File: src/rtl/vsync_field_det.sv
module vsync_field_det #(
  parameter int POS_W       = 11,
  parameter int HALF_LINE   = 429,
  parameter int LOW_W       = 8,
  parameter int VS_HALF     = 13,
  parameter int NTSC_HALVES = 525,
  parameter int PAL_HALVES  = 625,
  parameter int LOSS_LINES  = 337,
  parameter int MISS_LINES  = 3
) (
  input  logic             clk,
  input  logic             rst_n,
  input  logic             line_start,
  input  logic             sync_low,
  input  logic [LOW_W-1:0] vdet_thresh,
  input  logic             std_pal,
  output logic             vsync,
  output logic             field,
  output logic             reinit
);

  localparam int LOSS_TOTAL = LOSS_LINES + MISS_LINES;
  localparam int LC_W       = $clog2(LOSS_TOTAL + 1);
  localparam int MAX_HALVES = (NTSC_HALVES > PAL_HALVES) ? NTSC_HALVES : PAL_HALVES;
  localparam int HC_W       = $clog2(MAX_HALVES + 1);
  localparam int VC_W       = $clog2(VS_HALF + 1);

  logic [POS_W-1:0] pos_q, idx;
  logic [LOW_W-1:0] low_q, low_d;
  logic [HC_W-1:0]  half_q, fld_len;
  logic [LC_W-1:0]  line_q;
  logic [VC_W-1:0]  vs_left;
  logic             mid_tick, half_tick, det, free_start;

  assign idx       = line_start ? '0 : ((&pos_q) ? pos_q : pos_q + 1'b1);
  assign mid_tick  = !line_start && (idx == POS_W'(HALF_LINE));
  assign half_tick = line_start || mid_tick;

  assign low_d = line_start ? LOW_W'(sync_low)
               : (sync_low && !(&low_q)) ? low_q + 1'b1 : low_q;

  assign det = !vsync && (low_d > vdet_thresh) &&
               (line_start || (low_q <= vdet_thresh));

  assign fld_len    = std_pal ? HC_W'(PAL_HALVES) : HC_W'(NTSC_HALVES);
  assign free_start = !vsync && !det && half_tick &&
                      (({1'b0, half_q} + 1'b1) >= {1'b0, fld_len});

  always_ff @(posedge clk) begin
    if (!rst_n) begin
      pos_q   <= '0;
      low_q   <= '0;
      half_q  <= '0;
      line_q  <= '0;
      vs_left <= '0;
      vsync   <= 1'b0;
      field   <= 1'b0;
      reinit  <= 1'b0;
    end else begin
      pos_q  <= idx;
      low_q  <= low_d;
      reinit <= 1'b0;

      if (det || free_start) begin
        vsync   <= 1'b1;
        vs_left <= VC_W'(VS_HALF);
        half_q  <= '0;
        field   <= det ? (idx >= POS_W'(HALF_LINE)) : ~field;
      end else begin
        if (half_tick && !(&half_q))
          half_q <= half_q + 1'b1;
        if (vsync && half_tick) begin
          vs_left <= vs_left - 1'b1;
          if (vs_left == VC_W'(1))
            vsync <= 1'b0;
        end
      end

      if (det)
        line_q <= '0;
      else if (line_start) begin
        if (line_q + 1'b1 == LC_W'(LOSS_TOTAL)) begin
          reinit <= 1'b1;
          line_q <= '0;
        end else
          line_q <= line_q + 1'b1;
      end
    end
  end

endmodule

File: config.mk
export PLATFORM = sky130hd
export DESIGN_NAME = vsync_field_det
export DESIGN_NICKNAME = d
export VERILOG_FILES = /design/src/rtl/vsync_field_det.sv
export SDC_FILE = /design/constraint.sdc
export NUM_CORES = 1
export LEC_CHECK = 0
export ABC_CLOCK_PERIOD_IN_PS = 4000
export BUFFER_PORTS_ARGS = -buffer_cell sky130_fd_sc_hd__buf_4
export CORE_ASPECT_RATIO = 0.75
export CORE_MARGIN = 2
export CORE_UTILIZATION = 50
export CTS_CLUSTER_SIZE = 8
export DETAILED_ROUTE_END_ITERATION = 10
export PLACE_DENSITY = 0.7
export RECOVER_POWER = 100
export SLEW_MARGIN = 10
export SYNTH_ARGS = -nofsm -noshare
export SYNTH_HDL_FRONTEND = slang
export SYNTH_SLANG_ARGS = --single-unit
File: constraint.sdc
create_clock -name clk -period 4 [get_ports clk]
set_input_delay 0.4 -clock clk [delete_from_list [all_inputs] [get_ports clk]]
set_output_delay 0.4 -clock clk [all_outputs]
set_load 0.01 [all_outputs]
==> results of run 1 <==
==> worst min path at each step <==
stage / from / slack, ps / to / depth (start not counted)
after global placement: line_q[8]$_SDFFE_PP0P_ / 470 / line_q[8]$_SDFFE_PP0P_ / 2
after detailed placement: line_q[8]$_SDFFE_PP0P_ / 480 / line_q[8]$_SDFFE_PP0P_ / 2
after floorplan: line_q[8]$_SDFFE_PP0P_ / 450 / line_q[8]$_SDFFE_PP0P_ / 2
final: sync_low / 390 / low_q[0]$_SDFF_PN0_ / 3
after global routing: rst_n / 410 / vsync$_SDFFE_PN0P_ / 2
after CTS: sync_low / 390 / low_q[0]$_SDFF_PN0_ / 3
==> cell usage after synthesis (4+ instances only) <==
cell type,n
xor2_1,10
a21o_1,4
xnor2_1,7
a211oi_1,6
nor2b_1,5
ha_1,28
nand3_1,19
nor3_1,12
nor2_1,39
or4_1,4
a31oi_1,6
dfxtp_1,45
a21oi_1,30
nand4_1,9
inv_1,26
or3_1,4
nor4_1,4
and4_1,5
o21ai_0,19
mux2i_1,5
and3_1,12
and2_1,4
clkbuf_1,8
nand2_1,25
o31a_1,4
a311oi_1,4
==> power groups by stage <==
stage / Sequential, mW / Clock, mW / Combinational, mW
global route: 0.463 / 0.386 / 0.0938
detailed placement: 0.472 / 0 / 0.0823
CTS: 0.461 / 0.369 / 0.0828
finish: 0.462 / 0.360 / 0.0811
floorplan: 0.470 / 0 / 0.0548
global placement: 0.472 / 0 / 0.0791
==> worst register-to-register path: cells and delay by family, from the launching register on <==
family	cells	cell delay [ps]
compound gates	5	950
xor+xnor	1	180
fa+ha+maj	2	540
flops	1	400
simple gates	7	1440
==> metal layers <==
layer | vias to the layer above | track usage (%)
li1 | 1448 | -
met1 | 1313 | 29.4
met2 | 93 | 35.4
met3 | 8 | 4.15
met4 | 0 | 7.41
met5 | - | 0
==> placed cells by master (no fill, tap or decap), types with 2 or more instances in the layout <==
master	n
nor3_1	12
nand2_1	25
a211o_1	3
ha_1	28
xnor2_1	7
clkbuf_8	6
nor4_1	4
or4_1	4
and4_1	5
xor2_1	10
nor2_1	39
or2_2	2
nand3_1	19
and3_1	12
o41ai_1	2
dfxtp_1	45
o2111ai_1	3
and2_1	4
a211oi_1	6
o21ai_0	19
nor4b_1	2
nor2b_1	5
a21o_1	4
a311oi_1	4
a21oi_1	30
nand4_1	9
o31ai_1	2
inv_1	26
a31oi_1	6
buf_4	13
clkbuf_1	6
or3_1	4
o21a_1	3
mux2i_1	5
o21ai_1	2
o31a_1	4
==> flip-flops by register name, summed over array words and instances (netlist names) <==
name     flops
field        1
half_q      10
line_q       9
low_q        8
pos_q       11
reinit       1
vs_left      4
vsync        1
==> cell families after synthesis <==
kind of cell,Yosys count
fa+ha+maj,28
mux,5
flops,45
compound gates,100
buf+inv,43
simple gates,152
xor+xnor,17
==> metrics by stage <==
stage,hold WS (ps),instances
after floorplan,452,390
after global placement,466,470
after detailed placement,478,470
after CTS,388,478
after global routing,412,478
final,393,478
==> layout make-up <==
cell class	count	area, um^2	share of cell area, %
timing repair buffer	18	116	3.47
clock inverter	1	30.0	0.896
tap	78	97.6	2.91
inverter	27	101	3.02
clock buffer	7	86.3	2.58
multi-input combinational	302	2020	60.2
sequential	45	901	26.9
==> repair_timing <==
action	in CTS	in global routing
endpoints found under the hold margin	0	0
setup endpoints to repair	0	16
gates resized for setup	0	2
==> qor.csv, run 1 <==
stage,metric,value,unit
outcome,status,"finished, final reports clean",
power,power.total,0.902,mW
grt,grt_pass1_wl,12000,um
routing,first_pass_iters,5,
placement,place_congestion,0.872,
routing,drt_wl_total,6830,um
power,ir_drop,0.110,mV
clocking,cts_max_path_buffers,2,
yosys,synth_area_per_cell,7.93,um^2
yosys,synth_fa_ha_area_share,11.3,%
floorplan,fp-row-count,24,
yosys,synth_area_leader_cell,dfxtp_1,
routing,vias_per_cell,5.99,
grt,gr-total-overflow,0,
clocking,cts_root_buffer,clkbuf_8,
yosys,ys_seq_elements,45,
yosys,ys_dominant_reg_cell,dfxtp_1,
worst_setup_path,reg2reg_slack,380,ps
yosys,yosysSeqAreaShare,29.1,%
yosys,synth_top_family_by_area,simple AND/OR/NAND/NOR gates,
final_layout,area_growth,8.33,%
yosys,syn_area,0.00309,mm^2
timing,drv_slew,0,
routing,vias,2862,
power,pwr_density_cell,269,mW/mm^2
worst_setup_path,crit_buf_inv,0,
routing,drc,0,
worst_setup_path,worst-path-stages,15,
power,p_switching,0.213,mW
timing,hold_viol_final,0,
hold_path,hold_path.class,in2reg,
clocking,postCtsSetupRepairBufs,0,
floorplan,die_x,94.8,um
routing,wl_met2,3090,um
floorplan,dieArea,0.00684,mm^2
worst_setup_path,path_delay_family,simple AND/OR/NAND/NOR gates,
timing,fmax,276,MHz
floorplan,io_pins,16,
floorplan,core,0.00589,mm^2
grt,gr-usage-all-layers,21.8,%
timing,slew_headroom,40.1,%
job,drv_cap,0,
power,leakage,1.27,nW
placement,portBuffers,15,
routing,highest_layer,met4,
timing,setup_slack,376,ps
clocking,numCtsBuffers,5,
yosys,synth-compound-area-share,21.6,%
grt,grt_pass1_vias,2683,
placement,post-dp-hpwl,5130,um
yosys,synth-xor-area-share,4.81,%
placement,pre_cts_ws,256,ps
routing,m1WireLength,3260,um
yosys,synth_edf_count,0,
timing,setup-violations-final,0,
grt,grt_antenna_before_repair,0,
worst_setup_path,r2r_start,low_q[0]$_SDFF_PN0_,
routing,antenna_left,0,
worst_setup_path,path_cells,"ha_1, nand3_1, o21ai_1, nor2_1, nand3_1, xor2_1, nor2_1, ha_1, a21o_1, a21o_1, a21oi_1, a311o_1, or4_1, nor4b_1, nor4_1",
worst_setup_path,r2r_end,field$_SDFFE_PN0P_,
clocking,ctsHtreeMaxLevel,2,
timing,clock_skew,6.75,ps
placement,dpl_cell_area,0.00325,mm^2
yosys,syn_nets,431,
final_layout,layout.nets,440,
routing,drtIter0Drc,143,
clocking,tritoncts,built,
worst_setup_path,crit_type,reg2reg,
worst_setup_path,cp_data_required_time,4190,ps
worst_setup_path,critical-path-max-stage-delay,590,ps
timing,rsz0062_at_grt,no,
yosys,post_synth_mux_area_share,1.62,%
clocking,clock_latency,300,ps
yosys,yosys.area.top_type_share,29.1,%
timing,tns,0,ps
power,p_int,0.690,mW
timing,period_minus_slack,3620,ps
clocking,cts.clk_slew.worst_paths,90,ps
grt,grt_max_degree,22,
worst_setup_path,worst_setup_path_start_kind,flip-flop,
final_layout,drive_above_1_share,6.75,%
timing,period_share,90.6,%
yosys,synth_cell_type_count,56,
power,p_comb_share,9.0,%
clocking,clock_sinks,45,
worst_setup_path,endpoint,field$_SDFFE_PN0P_,
power,swShare,23.6,%
yosys,ys_warn_count,0,
final_layout,postLayoutCellArea,0.00335,mm^2
worst_setup_path,critPathCaptureType,flip-flop,
floorplan,fp.dieH,72.1,um
yosys,synthArstFlopShare,0,%
timing,tightest_slew,895,ps
worst_setup_path,slowest_stage,or4_1,
final_layout,fillers,584,
power,p_clk_share,39.9,%
routing,wl_met3,404,um
yosys,ys_top_cells_by_area,"dfxtp_1 29%, ha_1 11%, a21oi_1 4.9%",
routing,wire_per_inst,14.3,um
worst_setup_path,arrival,3820,ps
final_layout,utilization,57.0,%
yosys,synth-simple-area-share,25.8,%
yosys,postSynthCellCount,390,
worst_setup_path,worst_r2r_path_depth,15,
worst_setup_path,cp_max_fo,5,
clocking,cts_hold_repair.buffers,0,
final_layout,antenna_cells,0,
worst_setup_path,critPathLaunch,low_q[0]$_SDFF_PN0_,
power,sequentialPowerShare,51.2,%
floorplan,start_util,52.6,%
(Power assumes the default switching activity.)
==> run 2: changes to the inputs <==
ABC_CLOCK_PERIOD_IN_PS = 3700   (was 4000)
PLACE_DENSITY = 0.67   (was 0.7)
clock period = 3.7 ns   (was 4 ns; I/O delays follow)
==> qor.csv, run 2 (synthesized netlist as in run 1, its figures left out) <==
stage,metric,value,unit
outcome,status,"finished, final reports clean",
job,drv_cap,0,
clocking,postCtsSetupRepairBufs,0,
clocking,ctsHtreeMaxLevel,2,
grt,grt_pass1_wl,11500,um
clocking,numCtsBuffers,5,
timing,drv_slew,0,
clocking,tritoncts,built,
final_layout,regMostFlops,pos_q,
power,swShare,23.5,%
timing,clock_skew,6.31,ps
power,p_int,0.723,mW
clocking,clock_latency,290,ps
power,leakage,1.29,nW
final_layout,layout.nets,444,
grt,grt_pass1_vias,2476,
power,ir_drop,0.148,mV
routing,vias,2796,
hold_path,worstHoldPathCells,2,
worst_setup_path,cp_data_required_time,3870,ps
routing,drt_wl_total,6670,um
worst_setup_path,crit_type,reg2reg,
timing,rsz0062_at_grt,no,
routing,vias_per_cell,5.81,
final_layout,final_common_cell,dfxtp_1,
routing,highest_layer,met4,
power,p_switching,0.223,mW
routing,first_pass_iters,5,
placement,dpl_cell_area,0.00329,mm^2
timing,fmax,291,MHz
floorplan,fp.dieH,72.1,um
grt,gr-total-overflow,0,
routing,drtIter0Drc,169,
placement,place_inst,474,
floorplan,core,0.00589,mm^2
timing,tightest_slew,784,ps
final_layout,drive_above_1_share,7.94,%
worst_setup_path,cp_max_fo,5,
routing,m1WireLength,3470,um
final_layout,final_cell_mix,"45 x dfxtp_1, 39 x nor2_1, 30 x a21oi_1",
timing,setup-violations-final,0,
placement,post-dp-hpwl,5020,um
worst_setup_path,worst_setup_path_start_kind,flip-flop,
final_layout,area_growth,8.82,%
floorplan,fp-row-count,24,
timing,tns,0,ps
final_layout,reg_top3,"pos_q x11, half_q x10, line_q x9",
clocking,clock_sinks,45,
timing,slew_headroom,47.6,%
worst_setup_path,worst_r2r_path_depth,14,
timing,period_minus_slack,3430,ps
final_layout,final_cells,481,
routing,antenna_left,0,
floorplan,dieArea,0.00684,mm^2
power,sequentialPowerShare,52.8,%
worst_setup_path,r2r_start,low_q[0]$_SDFF_PN0_,
final_layout,postLayoutCellArea,0.00337,mm^2
final_layout,largest_reg_flops,11,
grt,grt_antenna_before_repair,0,
grt,grt_max_degree,22,
clocking,cts_max_path_buffers,2,
worst_setup_path,arrival,3610,ps
floorplan,io_pins,16,
worst_setup_path,reg2reg_slack,270,ps
power,pwr_density_cell,281,mW/mm^2
hold_path,hold_start,rst_n,
clocking,cts.clk_slew.worst_paths,80,ps
timing,hold_viol_final,0,
final_layout,fillers,572,
floorplan,start_util,52.6,%
final_layout,antenna_cells,0,
worst_setup_path,r2r_end,field$_SDFFE_PN0P_,
routing,wire_per_inst,13.9,um
timing,period_share,92.8,%
floorplan,die_x,94.8,um
hold_path,hold_path.class,in2reg,
routing,wl_met2,2830,um
power,p_comb_share,9.3,%
routing,wl_met3,341,um
power,p_clk_share,37.9,%
routing,drc,0,
worst_setup_path,critPathCaptureType,flip-flop,
placement,portBuffers,15,
clocking,cts_root_buffer,clkbuf_8,
grt,gr-usage-all-layers,20.9,%
placement,place_congestion,0.896,
hold_path,whs_endpoint,vs_left[3]$_SDFFE_PN0P_,
[run 2: changes by cell type in the layout (fill, tap and decap cells not counted), sizes merged]
cell    previous run  this run
buf               13        17
clkbuf            12        10
clkinv             1         2
[run 2: worst max-delay path, cell delays in order (launching register included)]
cell and delay [ps]:
dfxtp_1 410, ha_1 240, nand3_1 130, o21ai_2 160, clkbuf_1 170, mux2i_1 250
nor2_1 70, ha_1 290, nor2b_1 140, o21a_1 110, o21ai_0 70, a311o_1 330
or4_4 560, nor4b_2 320, nor4_1 80
[run 2: final cells by class]
| cell class | count | area [um^2] | area share (%) |
|---|---|---|---|
| clock buffer | 5 | 68.8 | 2.04 |
| clock inverter | 2 | 35.0 | 1.04 |
| inverter | 27 | 101 | 3.01 |
| multi-input combinational | 302 | 2020 | 59.9 |
| sequential | 45 | 901 | 26.8 |
| tap | 78 | 97.6 | 2.90 |
| timing repair buffer | 22 | 146 | 4.35 |
[run 2: worst max-delay path by stage]
stage                        startpoint                endpoint  slack, ps  cells past startpoint
floorplan           low_q[0]$_SDFF_PN0_  half_q[7]$_SDFFE_PP0P_        190                     16
global placement    low_q[0]$_SDFF_PN0_      field$_SDFFE_PN0P_        250                     15
detailed placement  low_q[0]$_SDFF_PN0_      field$_SDFFE_PN0P_         20                     15
CTS                 low_q[0]$_SDFF_PN0_      field$_SDFFE_PN0P_         10                     15
global route        low_q[0]$_SDFF_PN0_      field$_SDFFE_PN0P_         40                     14
finish              low_q[0]$_SDFF_PN0_      field$_SDFFE_PN0P_        270                     14
[run 2: routing by layer]
metal	vias to the layer above	GRT usage [%]
met5	-	0
met4	0	4.35
met2	74	31.0
li1	1455	-
met3	2	3.84
met1	1265	31.6
[run 2: power by group through the flow]
stage / sequential, mW / clock (mW) / combinational, mW
finish: 0.499 / 0.358 / 0.0884
detailed placement: 0.510 / 0 / 0.0892
floorplan: 0.508 / 0 / 0.0596
CTS: 0.499 / 0.371 / 0.0899
global placement: 0.510 / 0 / 0.0882
global route: 0.500 / 0.389 / 0.101
[run 2: what timing repair did]
action,CTS,global route
endpoints found under the setup margin,0,8
resized for setup,0,5
hold buffers,0,0
[run 2: stage by stage]
step | total power, mW | util [%] | worst slack, ps | hold slack [ps]
detailed placement | 0.599 | 55.9 | 16.6 | 470
floorplan | 0.568 | - | 188 | 452
CTS | 0.960 | 57.6 | 12.6 | 365
finish | 0.946 | 57.2 | 267 | 390
global route | 0.990 | 57.2 | 44.6 | 377
global placement | 0.598 | 55.9 | 253 | 465
==> run 3: changes to the inputs <==
PLACE_DENSITY = not set   (was 0.67)
PLACE_DENSITY_LB_ADDON = 0.1   (was not set)
==> qor.csv, run 3 (synthesized netlist as in run 1, its figures left out) <==
stage,metric,value,unit
grt,gr-total-overflow,0,
clocking,ctsHtreeMaxLevel,2,
floorplan,fp-row-count,24,
clocking,cts_root_buffer,clkbuf_8,
timing,clock_skew,7.81,ps
timing,period_share,94.6,%
timing,rsz0062_at_grt,no,
timing,setup-violations-final,0,
final_layout,utilization,57.5,%
clocking,cts.clk_slew.worst_paths,90,ps
worst_setup_path,slowest_stage,or4_4,
hold_path,hold_path.class,in2reg,
power,ir_drop,0.165,mV
routing,vias_per_cell,5.83,
grt,grt_antenna_before_repair,0,
worst_setup_path,critPathLaunch,low_q[0]$_SDFF_PN0_,
power,pwr_density_cell,283,mW/mm^2
worst_setup_path,crit_buf_inv,1,
routing,drtIter0Drc,146,
final_layout,drive_above_1_share,8.42,%
final_layout,reg_top3,"pos_q x11, half_q x10, line_q x9",
final_layout,antenna_cells,0,
grt,grt_pass1_wl,11800,um
worst_setup_path,critical-path-max-stage-delay,530,ps
power,leakage,1.30,nW
timing,tightest_slew,537,ps
worst_setup_path,cp_data_required_time,3890,ps
worst_setup_path,critPathMostFrequentCell,ha_1,
worst_setup_path,cp_max_fo,5,
floorplan,die_x,94.8,um
worst_setup_path,crit_type,reg2reg,
grt,gr-usage-all-layers,21.7,%
placement,portBuffers,15,
placement,pre_cts_ws,29.5,ps
routing,vias,2808,
clocking,clock_latency,310,ps
clocking,numCtsBuffers,5,
final_layout,regMostFlops,pos_q,
clocking,postCtsSetupRepairBufs,0,
final_layout,area_growth,9.42,%
routing,drt_wl_total,6920,um
hold_path,hold_start,rst_n,
worst_setup_path,arrival,3690,ps
routing,first_pass_iters,5,
timing,setup_slack,201,ps
worst_setup_path,critPathCaptureType,flip-flop,
routing,drc,0,
grt,grt_max_degree,22,
timing,tns,0,ps
job,drv_cap,0,
final_layout,layout.nets,445,
final_layout,final_cell_mix,"45 x dfxtp_1, 39 x nor2_1, 30 x a21oi_1",
final_layout,largest_reg_flops,11,
clocking,tritoncts,built,
placement,place_congestion,0.836,
routing,wire_per_inst,14.4,um
placement,post-dp-hpwl,5270,um
floorplan,dieArea,0.00684,mm^2
timing,fmax,286,MHz
floorplan,io_pins,16,
worst_setup_path,worst_setup_path_start_kind,flip-flop,
floorplan,start_util,52.6,%
timing,period_minus_slack,3500,ps
grt,grt_pass1_vias,2528,
clocking,clock_sinks,45,
outcome,status,"finished, final reports clean",
worst_setup_path,r2r_start,low_q[0]$_SDFF_PN0_,
timing,hold_ws,380,ps
clocking,cts_max_path_buffers,2,
final_layout,final_common_cell,dfxtp_1,
timing,hold_viol_final,0,
placement,dpl_cell_area,0.00330,mm^2
routing,antenna_left,0,
final_layout,postLayoutCellArea,0.00339,mm^2
floorplan,core,0.00589,mm^2
timing,slew_headroom,64.2,%
timing,drv_slew,0,
worst_setup_path,path_delay_family,simple AND/OR/NAND/NOR gates,
worst_setup_path,path_cells,"ha_1, nand3_1, o21ai_0, clkbuf_1, or3_1, xor2_2, nor2_1, ha_1, and4_1, and2_1, a311o_1, or4_4, nor4b_2, nor4_1",
floorplan,fp.dieH,72.1,um
==> run 3: cell count changes in the layout (fill, tap and decap cells not counted), sizes merged <==
cell / delta
buf: +1
==> run 3: what timing repair did <==
item / CTS / global route
hold endpoints to repair: 0 / 0
setup endpoints to repair: 0 / 5
hold buffers: 0 / 0
gates resized for setup: 0 / 5
==> run 3: where the power goes <==
part | internal, mW | switching [mW] | total [mW]
combinational | 0.0375 | 0.0531 | 0.0906
clock | 0.197 | 0.173 | 0.370
sequential | 0.490 | 0.00794 | 0.498
==> run 3: metal layers <==
layer / up-vias / track usage (%) / wire, um
li1: 1472 / - / -
met1: 1298 / 31.3 / 3630
met2: 31 / 33.5 / 3020
met3: 7 / 3.63 / 192
met4: 0 / 6.60 / 79
met5: - / 0 / 0
==> run 3: worst paths after layout <==
check	cells past startpoint	to	slack, ps
max	14	field$_SDFFE_PN0P_	200
min	2	vs_left[3]$_SDFFE_PN0P_	380
max reg2reg	14	field$_SDFFE_PN0P_	200
min reg2reg	2	line_q[8]$_SDFFE_PP0P_	490
==> run 3: worst reg2reg max path: cells and delay by family (launching register included) <==
| kind | cells | cell delay [ps] |
|---|---|---|
| AO/OA/AOI/OAI | 2 | 400 |
| XOR/XNOR | 1 | 160 |
| adder cells (fa/ha/maj) | 2 | 550 |
| buffers and inverters | 1 | 140 |
| flip-flops | 1 | 320 |
| AND/OR/NAND/NOR | 8 | 1820 |
==> run 3: metrics by stage <==
| stage | instances | power (mW) |
|---|---|---|
| detailed placement | 475 | 0.601 |
| finish | 482 | 0.959 |
| global placement | 475 | 0.600 |
| CTS | 482 | 0.971 |
| global route | 482 | 0.997 |
| floorplan | 390 | 0.568 |
==> run 3: cell type report <==
class,instances,area (um^2)
well taps,78,97.6
flip-flops and latches,45,901
fillers,578,2500
repair buffers,23,154
clock buffers,5,68.8
inverters,27,101
multi-input cells,302,2030
clock inverters,2,35.0
